[src/rtl/brres_pkg.sv]
package brres_pkg;

  // Branch test codes; the numeric values are decoded bitwise by brres_cond.
  typedef enum logic [2:0] {
    CND_NEVER   = 3'd0,
    CND_ALWAYS  = 3'd1,
    CND_ZERO    = 3'd2,
    CND_NONZERO = 3'd3,
    CND_NONNEG  = 3'd4,
    CND_NEG     = 3'd5,
    CND_RSV6    = 3'd6,
    CND_RSV7    = 3'd7
  } cond_e;

  localparam int unsigned PC_STEP = 4;

endpackage

[src/rtl/brres_cond.sv]
module brres_cond #(
  parameter int unsigned XLEN = 32
) (
  input  logic [2:0]      code,
  input  logic [XLEN-1:0] val,
  output logic            take
);

  logic nonzero;
  logic sign;

  always_comb begin
    nonzero = |val;
    sign    = val[XLEN-1];
    // bits 2..1 pick the test group, bit 0 picks the polarity
    unique case (code[2:1])
      2'b00:   take = code[0];
      2'b01:   take = ~(code[0] ^ nonzero);
      2'b10:   take = ~(code[0] ^ sign);
      default: take = 1'b0;
    endcase
  end

endmodule

[src/rtl/brres_fetch_pc.sv]
module brres_fetch_pc #(
  parameter int unsigned XLEN     = 32,
  parameter int unsigned RESET_PC = 100
) (
  input  logic            clk,
  input  logic            rst_n,
  input  logic            sel,
  input  logic [XLEN-1:0] target,
  output logic [XLEN-1:0] pc
);

  import brres_pkg::*;

  localparam logic [XLEN-1:0] STEP = XLEN'(PC_STEP);
  localparam logic [XLEN-1:0] RST  = XLEN'(RESET_PC);

  logic [XLEN-1:0] pc_d;
  logic [XLEN-1:0] pc_q;

  always_comb begin
    if (sel) pc_d = target;
    else     pc_d = pc_q + STEP;
  end

  always_ff @(posedge clk or negedge rst_n) begin
    if (!rst_n) pc_q <= RST;
    else        pc_q <= pc_d;
  end

  assign pc = pc_q;

  AST_PC_REDIRECT: assert property (@(posedge clk) disable iff (!rst_n)
    sel |=> (pc == $past(target)));

  AST_PC_SEQUENTIAL: assert property (@(posedge clk) disable iff (!rst_n)
    !sel |=> (pc == $past(pc) + STEP));

endmodule

[src/rtl/brres_link_pipe.sv]
module brres_link_pipe #(
  parameter int unsigned XLEN  = 32,
  parameter int unsigned REG_W = 5,
  parameter int unsigned DEPTH = 3
) (
  input  logic             clk,
  input  logic             rst_n,
  input  logic             in_we,
  input  logic [REG_W-1:0] in_idx,
  input  logic [XLEN-1:0]  in_data,
  output logic             out_we,
  output logic [REG_W-1:0] out_idx,
  output logic [XLEN-1:0]  out_data
);

  logic             we_q   [DEPTH];
  logic [REG_W-1:0] idx_q  [DEPTH];
  logic [XLEN-1:0]  data_q [DEPTH];
  logic             we_d   [DEPTH];
  logic [REG_W-1:0] idx_d  [DEPTH];
  logic [XLEN-1:0]  data_d [DEPTH];

  for (genvar g = 0; g < int'(DEPTH); g++) begin : g_stage
    logic src_we;
    logic [REG_W-1:0] src_idx;
    logic [XLEN-1:0]  src_data;

    if (g == 0) begin : g_head
      assign src_we   = in_we;
      assign src_idx  = in_idx;
      assign src_data = in_data;
    end else begin : g_body
      assign src_we   = we_q[g-1];
      assign src_idx  = idx_q[g-1];
      assign src_data = data_q[g-1];

      AST_LINK_ADVANCE: assert property (@(posedge clk) disable iff (!rst_n)
        we_q[g-1] |=> we_q[g]);
    end

    // payload only loads when a write travels, valid flag always moves
    always_comb begin
      we_d[g]   = src_we;
      idx_d[g]  = src_we ? src_idx  : idx_q[g];
      data_d[g] = src_we ? src_data : data_q[g];
    end

    always_ff @(posedge clk or negedge rst_n) begin
      if (!rst_n) begin
        we_q[g]   <= 1'b0;
        idx_q[g]  <= '0;
        data_q[g] <= '0;
      end else begin
        we_q[g]   <= we_d[g];
        idx_q[g]  <= idx_d[g];
        data_q[g] <= data_d[g];
      end
    end
  end

  assign out_we   = we_q[DEPTH-1];
  assign out_idx  = idx_q[DEPTH-1];
  assign out_data = data_q[DEPTH-1];

endmodule

[src/rtl/brres_top.sv]
module brres_top #(
  parameter int unsigned XLEN        = 32,
  parameter int unsigned REG_W       = 5,
  parameter int unsigned RESET_PC    = 100,
  parameter int unsigned LINK_STAGES = 3
) (
  input  logic             clk,
  input  logic             rst_n,
  input  logic             s2_valid,
  input  logic             s2_is_branch,
  input  logic             s2_is_link,
  input  logic [2:0]       s2_cond,
  input  logic [REG_W-1:0] s2_dest,
  input  logic [XLEN-1:0]  cond_val,
  input  logic [XLEN-1:0]  target_val,
  output logic             pc_sel,
  output logic [XLEN-1:0]  fetch_pc,
  output logic             link_we,
  output logic [REG_W-1:0] link_idx,
  output logic [XLEN-1:0]  link_data
);

  import brres_pkg::*;

  localparam logic [XLEN-1:0] STEP = XLEN'(PC_STEP);

  logic            cond_take;
  logic            br_live;
  logic            link_req;
  logic [XLEN-1:0] ret_addr;

  brres_cond #(.XLEN(XLEN)) i_cond (
    .code (s2_cond),
    .val  (cond_val),
    .take (cond_take)
  );

  always_comb begin
    br_live  = s2_valid & s2_is_branch;
    pc_sel   = br_live & cond_take;
    link_req = br_live & s2_is_link;
    // fetch_pc points at the delay slot here, so this is branch + 8
    ret_addr = fetch_pc + STEP;
  end

  brres_fetch_pc #(.XLEN(XLEN), .RESET_PC(RESET_PC)) i_fetch (
    .clk    (clk),
    .rst_n  (rst_n),
    .sel    (pc_sel),
    .target (target_val),
    .pc     (fetch_pc)
  );

  brres_link_pipe #(.XLEN(XLEN), .REG_W(REG_W), .DEPTH(LINK_STAGES)) i_link (
    .clk      (clk),
    .rst_n    (rst_n),
    .in_we    (link_req),
    .in_idx   (s2_dest),
    .in_data  (ret_addr),
    .out_we   (link_we),
    .out_idx  (link_idx),
    .out_data (link_data)
  );

  AST_SEL_QUALIFIED: assert property (@(posedge clk) disable iff (!rst_n)
    pc_sel |-> (s2_valid && s2_is_branch));

  AST_NO_TAKE_RESERVED: assert property (@(posedge clk) disable iff (!rst_n)
    pc_sel |-> !(s2_cond inside {3'd0, 3'd6, 3'd7}));

  AST_ALWAYS_TAKES: assert property (@(posedge clk) disable iff (!rst_n)
    (s2_valid && s2_is_branch && s2_cond == 3'd1) |-> pc_sel);

endmodule

[config.mk]
export PLATFORM = sky130hd
export DESIGN_NAME = brres_top
export DESIGN_NICKNAME = d
export VERILOG_FILES = /design/src/rtl/brres_pkg.sv /design/src/rtl/brres_cond.sv /design/src/rtl/brres_fetch_pc.sv /design/src/rtl/brres_link_pipe.sv /design/src/rtl/brres_top.sv
export SDC_FILE = /design/constraint.sdc
export NUM_CORES = 1
export LEC_CHECK = 0
export ABC_AREA = 1
export CAP_MARGIN = 20
export CORE_MARGIN = 3
export CORE_UTILIZATION = 40
export DETAILED_ROUTE_END_ITERATION = 12
export PLACE_DENSITY = 0.64
export SLEW_MARGIN = 15
export SYNTH_ARGS = -nofsm -noshare
export SYNTH_HDL_FRONTEND = slang
export SYNTH_SLANG_ARGS = --single-unit
[constraint.sdc]
create_clock -name clk -period 2.35 [get_ports clk]
set_input_delay 0.3525 -clock clk [delete_from_list [all_inputs] [get_ports clk]]
set_output_delay 0.3525 -clock clk [all_outputs]
set_load 0.02 [all_outputs]
# After elaboration in Yosys (flattened, before gate mapping)
# Index checks and enable logic that the tools add are counted.
# word_totals
ff_bits,146
output_inout_bits,71
word_cells,24
# op_classes
addsub,1
eq_ne,2
mux,2
bitwise_logic,7
n_reduce_logical,2
# ops
op,count
$add A32 B3 Y32 const B,1
$mux W32,1
$reduce_or A32 Y1,1
$and A1 B1 Y1,3
$pmux W1 S3,1
$eq A2 B1 Y1 const B,1
$eq A2 B2 Y1 const B,1
$logic_not A2 Y1,1
$not A1 Y1,2
$xor A1 B1 Y1,2

# Logic depth before layout (Yosys ltp)
# logic_depth
word_depth,6
ltp_mapped,12
ltp_nobuf,11

# Hierarchy
# From an unflattened synthesis, not the netlist that was laid out.
# hier_totals
hier_cells,994
area_unflattened_um2,7340.8
# modules_own_cells
mod,n_inst,cells_per_inst,area_per_inst_um2
brres_link_pipe,1,471,4316.6
brres_fetch_pc,1,308,2015.7
brres_top,1,173,843.3
brres_cond,1,42,165.2

# Worst setup path after synthesis
# OpenSTA, ideal clock, no wires.
# synth_timing
path_kind,register to register
startpoint,reg i_fetch.pc_q[2] (netlist: i_fetch.pc[2])
endpoint,reg i_fetch.pc_q[18] (netlist: i_fetch.pc[18])
setup_time_ps,117
arrival_ps,1675
required_ps,2233
path_slack_ps,558
path_stages_with_launch,10
n_path_buf,0
cell_sequence,dfstp_2 > ha_1 > nand3_2 > nor2_4 > nand2_1 > nor2_2 > nand3_2 > xnor2_2 > nand2_1 > nand2_1
# synth_between
elab_chain_cells,2
# synth_rtl
item,line_no,text
start: declaration,brres_fetch_pc.sv:18,logic [XLEN-1:0] pc_q;
start signal: assignment,brres_fetch_pc.sv:27,else pc_q <= pc_d;
$add A32 B3 Y32,brres_fetch_pc.sv:22,else pc_d = pc_q + STEP;
$mux W32,brres_fetch_pc.sv:21,if (sel) pc_d = target;
via i_fetch.pc_d[18],brres_fetch_pc.sv:17,logic [XLEN-1:0] pc_d;
# The timed path passes the listed nets, and every way through them passes these cells.
# A chain may end at the register's enable or synchronous reset.

# Final worst setup path
# layout_timing
startpoint,in cond_val[31]
endpoint,out pc_sel
# layout_between
elab_chain_cells,5
elab_cells_between_ends,7
classes_between,mux (1); bitwise (5); reduce/logical (1)
# layout_rtl
item,line_no,text
start: declaration,brres_top.sv:14,"input logic [XLEN-1:0] cond_val,"
$reduce_or A32 Y1,brres_cond.sv:13,nonzero = |val;
$xor A1 B1 Y1,brres_cond.sv:18,2'b01: take = ~(code[0] ^ nonzero);
$not A1 Y1,brres_cond.sv:18,
$pmux W1 S3 (*),brres_cond.sv:16,unique case (code[2:1])
$and A1 B1 Y1 (*),brres_top.sv:40,pc_sel = br_live & cond_take;
end: declaration,brres_top.sv:16,"output logic pc_sel,"
# Every way passes the cells marked *; elsewhere a longest branch is shown, timed or not.

==> run metrics <==
clock tree buffer depth 2; CP top delay family simple AND/OR/NAND/NOR gates; Hold WC Path Type primary input to async pin; PnR Total Power 0.00877 W; Avg Synthesized Cell Area 8.73 um^2; router iterations before antenna repair 5; Post-Synthesis Cells 731; final RePlAce weighted congestion 0.848; post-route ant nets 0; skew final 0.00675 ns; cell area after layout 8660 um^2; drt drc 0; startpoint types primary input; Worst R2R Setup Slack 0.31 ns; GR met2 Demand/Resource 0.290; Setup violations, final 0; Seq cells post-synth 146; share of the yosys chip area belonging to registers 0.573; ordered list of cells on the worst path clkdlybuf4s50_1, nor2_1, nand2_1, nor2_1, nand2_1, o21bai_1, nand3_1, nand2_2, nand2_2, inv_2, clkbuf_2; run status completed; IO Pins 148; Comb pwr share 0.279; Final Cycle Share 0.903; GR peak layer met2; CP max stage delay 0.43 ns; # diodes 0; Multi-input gate area 2370 um^2; fin util 0.561; switching share of power 0.319; post-layout min period 2.12 ns; Hold Vio Cnt, Final 0; Critical Path Fanout Max 2; P_int 0.00597 W; Routed Wire Length 16,000 um; Overflow after GRT 0; Post-synth ARST share 1.00; Post-DP HPWL 11,700 um; Num CTS Buffers 17; starting density of the core 0.414; Worst VDD drop 0.570 mV; synthesized area 6380 um^2; Primary FF master, synth dfrtp_1; layout cells sized above 1 0.0825; fillcell total 1,417; M1 GR Usage 0.262; M3 GR Usage 0.0496; pre-CTS WS -0.243 ns; Slew HR 0.636; total leakage power 3.99 nW; post-synth net total 809; vias per std cell 4.77; PwrDens 1010 nW/um^2; initial antenna violation count 0; Die Y 132 um; Area Overhead vs Synth 35.7%; H-tree depth 4; wire per inst 14.6 um; WP buf/inv 3; NetSw 0.00280 W; register share of total power 0.420; Crit-path slowest cell clkdlybuf4s50_1; Post-synth EDFFs 0; DR vias 5,231; Final nets 953; port buffer count 147; Highest Clock Rate 0.471 GHz; CTS tree done; synth unique cells 31; GRT Total Usage 0.189; Reg area 3660 um^2; Die ar. 17,500 um^2; Req. time, crit path 2.00 ns; fin worst setup slack 0.227 ns; max cap viols 0; largest net degree at the start of global routing 64; worst hold margin 0.411 ns; yosys synthesis warning count 0; root buffer cell clkbuf_16; Critical Path Sink Type output pin; Slew Limit Fails 0; 1st-iter DRT viols 294; core region area 15,400 um^2; Worst Path Arrival 1.77 ns; worst skew pair latency 0.42 ns; clock power share 0.301; kind of critical path primary input to output pin; Slew @ Worst Pin 0.546 ns; die width 132 um; vias in the first global route 5,348; Num Clock Sinks 146; unrepaired setup endpoints after global routing false; Post-CTS Setup Bufs 0; first-pass GRT wire length 26,800 um; Placed Area 8090 um^2; row cnt 45; clk slew on worst S/H paths 0.06 ns
-- state kept, by name, indices dropped and copies added, names as in the netlist --
signal	cells
i_link.g_stage.src_we	2
i_link.out_data	32
i_link.g_stage.src_data	64
i_link.out_we	1
i_link.g_stage.src_idx	10
i_fetch.pc	32
i_link.out_idx	5
-- cell usage after synthesis (2+ instances only) --
master    instances  share of area
dfstp_2           3          0.012
clkbuf_1         26          0.015
buf_2             3         0.0024
nor2_2            2         0.0020
buf_4             5         0.0059
mux2_2            6          0.011
inv_2             5         0.0029
dfrtp_1         143           0.56
a21oi_1          37          0.029
nand3_1          38          0.030
nand4_1           6         0.0059
nand2_2           4         0.0039
nor2_1           74          0.044
xnor2_1           8          0.011
nand4_4           2         0.0067
o21ai_1           6         0.0047
nor2_4            6          0.011
inv_1            49          0.029
nand2_1         241           0.14
nand3_2           3         0.0047
nor3_1            6         0.0047
o21ai_0          32          0.025
xor2_1           18          0.025
-- stage by stage --
step / instances / setup TNS [ns]
after floorplan: 731 / 0
after global placement: 1066 / -0.188
after detailed placement: 1066 / -0.243
after CTS: 1096 / 0
after global routing: 1096 / 0
final: 1096 / 0
-- path summary, 6_finish.rpt --
check | startpoint | end | cells past startpoint
max | cond_val[31] | pc_sel | 11
min | rst_n | i_link.out_data[26]$_DFFE_PN0P_ | 2
max reg2reg | i_fetch.pc[2]$_DFF_PN1_ | i_link.g_stage[1].src_data[24]$_DFFE_PN0P_ | 8
min reg2reg | i_link.g_stage[1].src_data[9]$_DFFE_PN0P_ | i_link.g_stage[2].src_data[9]$_DFFE_PN0P_ | 2
max in group asynchronous | rst_n | i_fetch.pc[6]$_DFF_PN1_ | 3
min in group clk | target_val[6] | i_fetch.pc[6]$_DFF_PN1_ | 3
-- metal layers --
metal | routed length [um] | vias up | share of wire
met5 | 0 | - | 0
met4 | 279 | 0 | 0.017
met3 | 1010 | 22 | 0.063
met2 | 7100 | 165 | 0.44
met1 | 7640 | 2462 | 0.48
li1 | - | 2582 | -
-- placed cells by master (no fill, tap or decap), types with 3 or more instances in the layout --
cell	instances
inv_2	5
nor2_4	6
inv_1	49
buf_12	3
o21ai_0	32
nand2_1	241
xor2_1	18
buf_4	8
clkbuf_16	17
dfrtp_1	141
dfstp_2	3
bufinv_16	3
nor3_1	6
nor2_1	74
nand4_1	6
mux2_2	6
clkdlybuf4s50_1	145
o21ai_1	6
nand3_2	3
clkbuf_1	5
nand3_1	38
xnor2_1	8
a21oi_1	37
nand2_2	4
-- final cells by class --
| class | count | share of cell area |
|---|---|---|
| Clock buffer | 23 | 0.0529 |
| Timing Repair Buffer | 159 | 0.184 |
| Inverter | 54 | 0.0234 |
| Clock inverter | 6 | 0.0126 |
| Tap cell | 211 | 0.0305 |
| Sequential cell | 146 | 0.423 |
| Multi-Input combinational cell | 497 | 0.274 |
-- cell families (layout without fill, tap and decap cells) --
| logic type | Yosys count | count (layout) | share of synthesized area |
|---|---|---|---|
| flip-flops | 146 | 146 | 0.573 |
| adder cells (fa/ha/maj) | 1 | 1 | 0.00196 |
| AO/OA/AOI/OAI | 76 | 76 | 0.0600 |
| multiplexers | 6 | 6 | 0.0106 |
| XOR/XNOR | 27 | 27 | 0.0382 |
| AND/OR/NAND/NOR | 387 | 387 | 0.261 |
| buffers and inverters | 88 | 242 | 0.0553 |
-- power by group through the flow --
stage,combinational [W],clock (W),sequential (W)
5_1_grt,0.00269,0.00280,0.00377
4_1_cts,0.00248,0.00269,0.00368
3_3_place_gp,0.00241,0,0.00370
6_report,0.00245,0.00264,0.00368
3_5_place_dp,0.00245,0,0.00372
2_1_floorplan,0.000947,0,0.00399
-- repair_timing --
action,CTS,global route
hold buffers,1,0
endpoints found under the hold margin,37,0
endpoints found under the setup margin,1,1
gates resized for setup,1,2
-- worst register-to-register path: stages, from the launching register on --
cell     delay [ns]
dfstp_2        0.59
ha_1           0.23
nand3_2        0.20
nor2_4         0.22
nand4_4        0.15
nor2_4         0.14
xor2_1         0.27
nand2_1        0.10
nand2_1        0.06
Note: power is estimated with default switching activity, not from simulation.
